<file path="src/rtl/pp_pkg.sv">
package pp_pkg;

    typedef enum logic [1:0] {
        ST_IDLE   = 2'd0,
        ST_ADDR   = 2'd1,
        ST_STROBE = 2'd2
    } pp_state_e;

    localparam logic [1:0] LANES_OFF  = 2'b00;
    localparam logic [1:0] LANE_LOW   = 2'b01;
    localparam logic [1:0] LANES_BOTH = 2'b11;

endpackage

</file>
<file path="src/rtl/pp_wait_count.sv">
module pp_wait_count #(
    parameter int W = 4
) (
    input  logic         clk,
    input  logic         rst_n,
    input  logic         load,
    input  logic [W-1:0] load_val,
    input  logic         dec,
    output logic         zero
);

    logic [W-1:0] cnt_q;

    always_ff @(posedge clk or negedge rst_n) begin
        if (!rst_n) begin
            cnt_q <= '0;
        end else if (load) begin
            cnt_q <= load_val;
        end else if (dec && (cnt_q != '0)) begin
            cnt_q <= cnt_q - 1'b1;
        end
    end

    assign zero = (cnt_q == '0);

endmodule

</file>
<file path="src/rtl/pp_ad_drive.sv">
module pp_ad_drive #(
    parameter int AD_W = 16
) (
    input  logic                       drive_addr,
    input  logic                       drive_data,
    input  logic                       write,
    input  logic                       wide,
    input  logic [AD_W+AD_W/2-1:0]     addr,
    input  logic [AD_W-1:0]            wdata,
    output logic [AD_W-1:0]            ad_out,
    output logic [1:0]                 ad_oe
);
    import pp_pkg::*;

    localparam int BYTE_W = AD_W / 2;
    localparam int ADDR_W = AD_W + BYTE_W;

    always_comb begin
        ad_out = '0;
        ad_oe  = LANES_OFF;
        if (drive_addr) begin
            ad_oe  = LANES_BOTH;
            ad_out = wide ? addr[AD_W-1:0] : addr[ADDR_W-1:BYTE_W];
        end else if (drive_data) begin
            if (wide) begin
                if (write) begin
                    ad_oe  = LANES_BOTH;
                    ad_out = wdata;
                end
            end else begin
                ad_out[BYTE_W-1:0] = addr[BYTE_W-1:0];
                if (write) begin
                    ad_oe  = LANES_BOTH;
                    ad_out[AD_W-1:BYTE_W] = wdata[BYTE_W-1:0];
                end else begin
                    ad_oe  = LANE_LOW;
                end
            end
        end
    end

endmodule

</file>
<file path="src/rtl/pp_rd_capture.sv">
module pp_rd_capture #(
    parameter int AD_W = 16
) (
    input  logic            clk,
    input  logic            rst_n,
    input  logic            capture,
    input  logic            wide,
    input  logic [AD_W-1:0] ad_in,
    output logic [AD_W-1:0] rd_data,
    output logic            rd_valid
);

    localparam int BYTE_W = AD_W / 2;

    always_ff @(posedge clk or negedge rst_n) begin
        if (!rst_n) begin
            rd_data  <= '0;
            rd_valid <= 1'b0;
        end else begin
            rd_valid <= capture;
            if (capture) begin
                rd_data <= wide ? ad_in
                                : {{BYTE_W{1'b0}}, ad_in[AD_W-1:BYTE_W]};
            end
        end
    end

endmodule

</file>
<file path="src/rtl/mux_ad_port.sv">
module mux_ad_port #(
    parameter int AD_W   = 16,
    parameter int WAIT_W = 4
) (
    input  logic                   clk,
    input  logic                   rst_n,
    input  logic                   req_valid,
    input  logic                   req_write,
    input  logic                   req_wide,
    input  logic [AD_W+AD_W/2-1:0] req_addr,
    input  logic [AD_W-1:0]        req_wdata,
    input  logic [WAIT_W-1:0]      wait_cfg,
    output logic                   busy,
    output logic                   rd_valid,
    output logic [AD_W-1:0]        rd_data,
    output logic [AD_W-1:0]        ad_out,
    output logic [1:0]             ad_oe,
    input  logic [AD_W-1:0]        ad_in,
    output logic                   ale,
    output logic                   rd_n,
    output logic                   wr_n
);
    import pp_pkg::*;

    localparam int ADDR_W = AD_W + AD_W / 2;

    pp_state_e          state_q, state_d;
    logic               write_q, wide_q;
    logic [ADDR_W-1:0]  addr_q;
    logic [AD_W-1:0]    wdata_q;
    logic               accept, cnt_zero, in_strobe, last_strobe;

    assign accept      = req_valid && (state_q == ST_IDLE);
    assign in_strobe   = (state_q == ST_STROBE);
    assign last_strobe = in_strobe && cnt_zero;

    // next-state logic
    always_comb begin
        state_d = state_q;
        unique case (state_q)
            ST_IDLE:   if (accept)   state_d = ST_ADDR;
            ST_ADDR:                 state_d = ST_STROBE;
            ST_STROBE: if (cnt_zero) state_d = ST_IDLE;
            default:                 state_d = ST_IDLE;
        endcase
    end

    // state register and request latch
    always_ff @(posedge clk or negedge rst_n) begin
        if (!rst_n) begin
            state_q <= ST_IDLE;
            write_q <= 1'b0;
            wide_q  <= 1'b0;
            addr_q  <= '0;
            wdata_q <= '0;
        end else begin
            state_q <= state_d;
            if (accept) begin
                write_q <= req_write;
                wide_q  <= req_wide;
                addr_q  <= req_addr;
                wdata_q <= req_wdata;
            end
        end
    end

    // strobe and status outputs
    always_comb begin
        busy = 1'b1;
        ale  = 1'b0;
        rd_n = 1'b1;
        wr_n = 1'b1;
        unique case (state_q)
            ST_IDLE:   busy = 1'b0;
            ST_ADDR:   ale  = 1'b1;
            ST_STROBE: begin
                rd_n = write_q;
                wr_n = !write_q;
            end
            default:   busy = 1'b0;
        endcase
    end

    pp_wait_count #(.W(WAIT_W)) u_wait (
        .clk      (clk),
        .rst_n    (rst_n),
        .load     (accept),
        .load_val (wait_cfg),
        .dec      (in_strobe),
        .zero     (cnt_zero)
    );

    pp_ad_drive #(.AD_W(AD_W)) u_drive (
        .drive_addr (state_q == ST_ADDR),
        .drive_data (in_strobe),
        .write      (write_q),
        .wide       (wide_q),
        .addr       (addr_q),
        .wdata      (wdata_q),
        .ad_out     (ad_out),
        .ad_oe      (ad_oe)
    );

    pp_rd_capture #(.AD_W(AD_W)) u_cap (
        .clk      (clk),
        .rst_n    (rst_n),
        .capture  (last_strobe && !write_q),
        .wide     (wide_q),
        .ad_in    (ad_in),
        .rd_data  (rd_data),
        .rd_valid (rd_valid)
    );

endmodule

</file>
<file path="config.mk">
export PLATFORM = sky130hd
export DESIGN_NAME = mux_ad_port
export DESIGN_NICKNAME = d
export VERILOG_FILES = /design/src/rtl/pp_pkg.sv /design/src/rtl/pp_wait_count.sv /design/src/rtl/pp_ad_drive.sv /design/src/rtl/pp_rd_capture.sv /design/src/rtl/mux_ad_port.sv
export SDC_FILE = /design/constraint.sdc
export NUM_CORES = 1
export LEC_CHECK = 0
export ABC_AREA = 1
export CAP_MARGIN = 20
export CELL_PAD_IN_SITES_DETAIL_PLACEMENT = 1
export CELL_PAD_IN_SITES_GLOBAL_PLACEMENT = 1
export CORE_MARGIN = 4
export CORE_UTILIZATION = 33
export DETAILED_ROUTE_END_ITERATION = 10
export PLACE_DENSITY_LB_ADDON = 0.05
export SKIP_CTS_REPAIR_TIMING = 1
export SYNTH_ARGS = -nofsm -noshare
export SYNTH_HDL_FRONTEND = slang
export SYNTH_SLANG_ARGS = --single-unit
</file>
<file path="constraint.sdc">
create_clock -name clk -period 2.2 [get_ports clk]
set_clock_uncertainty 0.1 [all_clocks]
set_input_delay 0.66 -clock clk [delete_from_list [all_inputs] [get_ports clk]]
set_output_delay 0.66 -clock clk [all_outputs]
set_load 0.03 [all_outputs]
</file>
# Word-level counts from Yosys, hierarchy flattened
# Index checks and enable logic that the tools add are counted.
# Widths: inputs -> output; s select.
[op_classes]
n_addsub = 1
n_eq_ne = 4
muxes = 21
reduce_logical = 11
[ops]
columns = ["operator", "n"]
rows = [
  ["$mux 16", 6],
  ["$mux 2", 7],
  ["$mux 4", 2],
  ["$mux 8", 1],
  ["$pmux 2 s3", 1],
  ["$logic_and 1x1->1", 4],
  ["$logic_not 4->1", 1],
  ["$mux 1", 4],
  ["$ne 2x2->1 const B", 2],
  ["$reduce_bool 4->1", 1],
  ["$sub 4x1->4 const B", 1],
  ["$eq 2x1->1 const B", 1],
  ["$eq 2x2->1 const B", 1],
  ["$logic_not 2->1", 1],
  ["$reduce_and 2->1", 1],
  ["$reduce_bool 2->1", 1],
  ["$reduce_or 2->1", 1],
  ["$logic_not 1->1", 1],
]
[totals]
register_bits = 65
inputBits = 65
output_inout_bits = 39
word_cells = 45

# Depth between registers and ports, before layout
[logic_depth]
depth_word = 4
ltp_mapped = 10
ltp_nobuf = 9

# By module
# A second synthesis with hierarchy kept.
[hier_totals]
cells_unflattened = 524
area_unflattened_um2 = 3719.8
[modules_own_cells]
columns = ["mod", "instances", "cells_per_inst", "area_per_inst_um2", "seq_area_each_um2"]
rows = [
  ["mux_ad_port", 1, 202, 1781.7, 1101.1],
  ["pp_rd_capture", 1, 104, 859.6, 425.4],
  ["pp_ad_drive", 1, 172, 783.3, 0.0],
  ["pp_wait_count", 1, 46, 295.3, 100.1],
]

# Worst setup path after synthesis
# No wires, ideal clock.
[synth_timing]
path_kind = "reg-to-output"
from = "reg state_q[1]"
to = "out ad_out[10]"
arrival_time_ps = 1923
t_required_ps = 1440
slack_ps = -483
path_stages_with_launch = 7
n_path_buf = 1
cell_sequence = "dfrtp_1 -> inv_1 -> ha_1 -> inv_1 -> nand2_1 -> buf_2 -> o31ai_1"
[synth_via]
elab_chain_cells = 3
elab_cells_between_ends = 4
classes_between = "eq/ne: 2; mux: 2"
[synth_lines]
columns = ["element", "line", "rtl"]
rows = [
  ["start, declared", "mux_ad_port.sv:27", "pp_state_e state_q, state_d;"],
  ["start signal, assigned", "mux_ad_port.sv:57", "state_q <= state_d;"],
  ["$eq 2x2->1", "mux_ad_port.sv:34", "assign in_strobe = (state_q == ST_STROBE);"],
  ["$mux 16", "pp_ad_drive.sv:24", "end else if (drive_data) begin"],
  ["$mux 16 (*)", "pp_ad_drive.sv:21", "if (drive_addr) begin"],
  ["end, declared", "mux_ad_port.sv:16", "output logic [AD_W-1:0] ad_out,"],
]
# Every way passes the cells marked *; elsewhere a longest branch is shown, timed or not.

# Final worst setup path
[layout_timing]
from = "reg state_q[1]"
to = "out ad_out[0]"
# Same word-level chain as after synthesis.

==> flow_summary.yaml <==
cells_and_area:
  multiInputGateArea_sq_um: 1829
  regArea_sq_um: 1628
  final_cell_mix: "nand2_1 (165), clkdlybuf4s50_1 (78), dfrtp_1 (64)"
  syn2layout_area_growth_pct: 57.21
  final_nets: 596
  n_antenna_cell: 0
  fillers: 1169
  drive_above_1_share_pct: 21.89
  instances_no_fill: 663
  final_area_sq_um: 5199
  mostFrequentLayoutCell: "nand2_1"
global_routing:
  grt_overflow: 0
  grt_max_degree: 66
  antenna_found_initial: 0
  grt_usage_pct: 18.92
  first_global_vias: 3399
  grt_pass1_wl_um: 17170
clock_network:
  cts_buffer_depth: 2
  cts_root_buf: "clkbuf_8"
  htree_levels: 3
  cts_num_sinks: 65
  cts-buffers-inserted: 9
  cts_tree: "built"
  clk_pin_slew_ns: 0.07
  clkLatencyLatePin_ns: 0.34
placement:
  gp_congestion: 0.7774
  pre_cts_slack_ns: -0.04393
  placed_area_sq_um: 4752
  hpwl_um: 7646
  dp_cells: 647
  numPortBuffers: 103
sta:
  setup_tns_ns: -3.853
  finalCritPeriodShare_pct: 111.2
  worst_pin_slew_ns: 0.3673
  max_freq_ghz: 0.4086
  rsz0062_at_grt: "yes"
  hold_viol: 0
  setup_violations: 20
  maxSlewViolCount: 0
  fin_hold_ws_ns: 0.2219
  relSlewSlack_pct: 75.52
  setup_ws_ns: -0.2475
  fin_crit_ns: 2.447
flow_run:
  drv_cap: 0
worst_setup_path:
  start_kind: "register"
  crit_top_cell: "buf_12"
  end_kind: "primary output"
  path_delay_family: "buffers and inverters"
  crit_arrival_ns: 1.69
  critPathKind: "register to primary output"
  worst-path-buf-inv: 4
  critical-path-max-stage-delay_ns: 0.41
  cp_max_fo: 17
  crit_path_top_delay_cell: "dfrtp_1"
  cp_data_required_time_ns: 1.44
  path_cells: "inv_2, ha_4, inv_6, buf_12, a21oi_1, o21ai_2, o31ai_4, buf_12"
yosys:
  syn_nets: 490
  ys_ff_latch: 65
  synthDistinctLibCells: 25
  yosysWarningCount: 0
  syn_area_sq_um: 3307
  synth_area_per_cell_sq_um: 7.874
  yosysSeqAreaShare_pct: 49.19
  synth_cells: 420
status:
  violations: "setup timing"
  status: "finished, violations left"
power_and_ir_drop:
  power_density_nw_per_um2: 1612
  vdd_drop_max_v: 0.0006371
  leakage_uw: 0.002406
detailed_routing:
  drcViolationCount: 0
  first_pass_iters: 4
  routed_wl_um: 10860
  wire_per_inst_um: 16.38
  drt-initial-drc-count: 153
  viasPerCell: 4.950
  vias: 3282
  ant_nets: 0
floorplan:
  dieArea_sq_um: 11690
  core_sq_um: 9774
  die_w_um: 108.1
  io_pins: 104
  rows: 36
  initial_core_util_pct: 33.83
  chipHeight_um: 108.1
hold_path:
  holdCritPathClass: "primary input to async pin"
[cell usage after synthesis, drive strengths merged]
cell    instances  area [sq um]
o21ai          27         135.1
o31ai          16         120.1
nor2           31         135.1
clkbuf         13         48.80
bufbuf          1         18.77
a21oi          30         150.1
dfrtp          65          1627
o211ai          9         72.57
nand2         169         636.9
or2             9         56.30
nand3          16         92.59
inv            17         66.31
ha              5         62.56
buf            12         85.08
[report_power, final]
| group | switching [uW] | internal (uW) | total [uW] |
|---|---|---|---|
| sequential | 460 | 1780 | 2240 |
| clock | 476 | 577 | 1050 |
| combinational | 3060 | 2030 | 5090 |
[through the flow]
stage	power, uW	util [%]
floorplan	5193	-
global placement	6729	48.62
detailed placement	6859	48.62
CTS	7932	50.61
global route	8971	53.19
finish	8380	53.19
[cell families (layout without fill, tap and decap cells)]
| group | after synthesis | in the layout | synth area share, % |
|---|---|---|---|
| adder cells (fa/ha/maj) | 5 | 5 | 1.892 |
| buffers and inverters | 43 | 153 | 6.621 |
| flip-flops | 65 | 65 | 49.19 |
| AND/OR/NAND/NOR | 225 | 225 | 27.85 |
| AO/OA/AOI/OAI | 82 | 82 | 14.45 |
[area by class of cell]
type,count,area share (%)
repair buffers,121,24.93
multi-input cells,312,35.19
inverters,17,1.613
clock buffers,12,2.984
flip-flops and latches,65,31.31
well taps,133,3.201
clock inverters,3,0.7702
[final timing paths]
check                                         startpoint                             to  slack (ns)  cells after the start
max reg2reg                       state_q[0]$_DFFE_PN0P_   u_cap.rd_data[0]$_DFFE_PN0P_        0.32                     10
min                                                rst_n    u_wait.cnt_q[2]$_DFFE_PN0P_        0.22                      2
max                               state_q[1]$_DFFE_PN0P_                      ad_out[0]       -0.25                      8
min in group clk           u_cap.rd_data[11]$_DFFE_PN0P_  u_cap.rd_data[11]$_DFFE_PN0P_        0.38                      2
max in group asynchronous                          rst_n         addr_q[21]$_DFFE_PN0P_        1.48                      2
min reg2reg                u_cap.rd_data[11]$_DFFE_PN0P_  u_cap.rd_data[11]$_DFFE_PN0P_        0.38                      2
[flip-flops by register name (all words and copies together), names as in the netlist]
name            count
wide_q              1
u_cap.rd_data      16
write_q             1
u_cap.rd_valid      1
wdata_q            16
state_q             2
u_wait.cnt_q        4
addr_q             24
[layer usage]
layer,vias to the layer above,wire (um),global-route usage [%]
met5,-,0,0
met4,0,210,6.492
met3,16,478,3.045
met2,71,5353,32.55
met1,1616,4817,24.14
li1,1579,-,-
(Power assumes the default switching activity.)
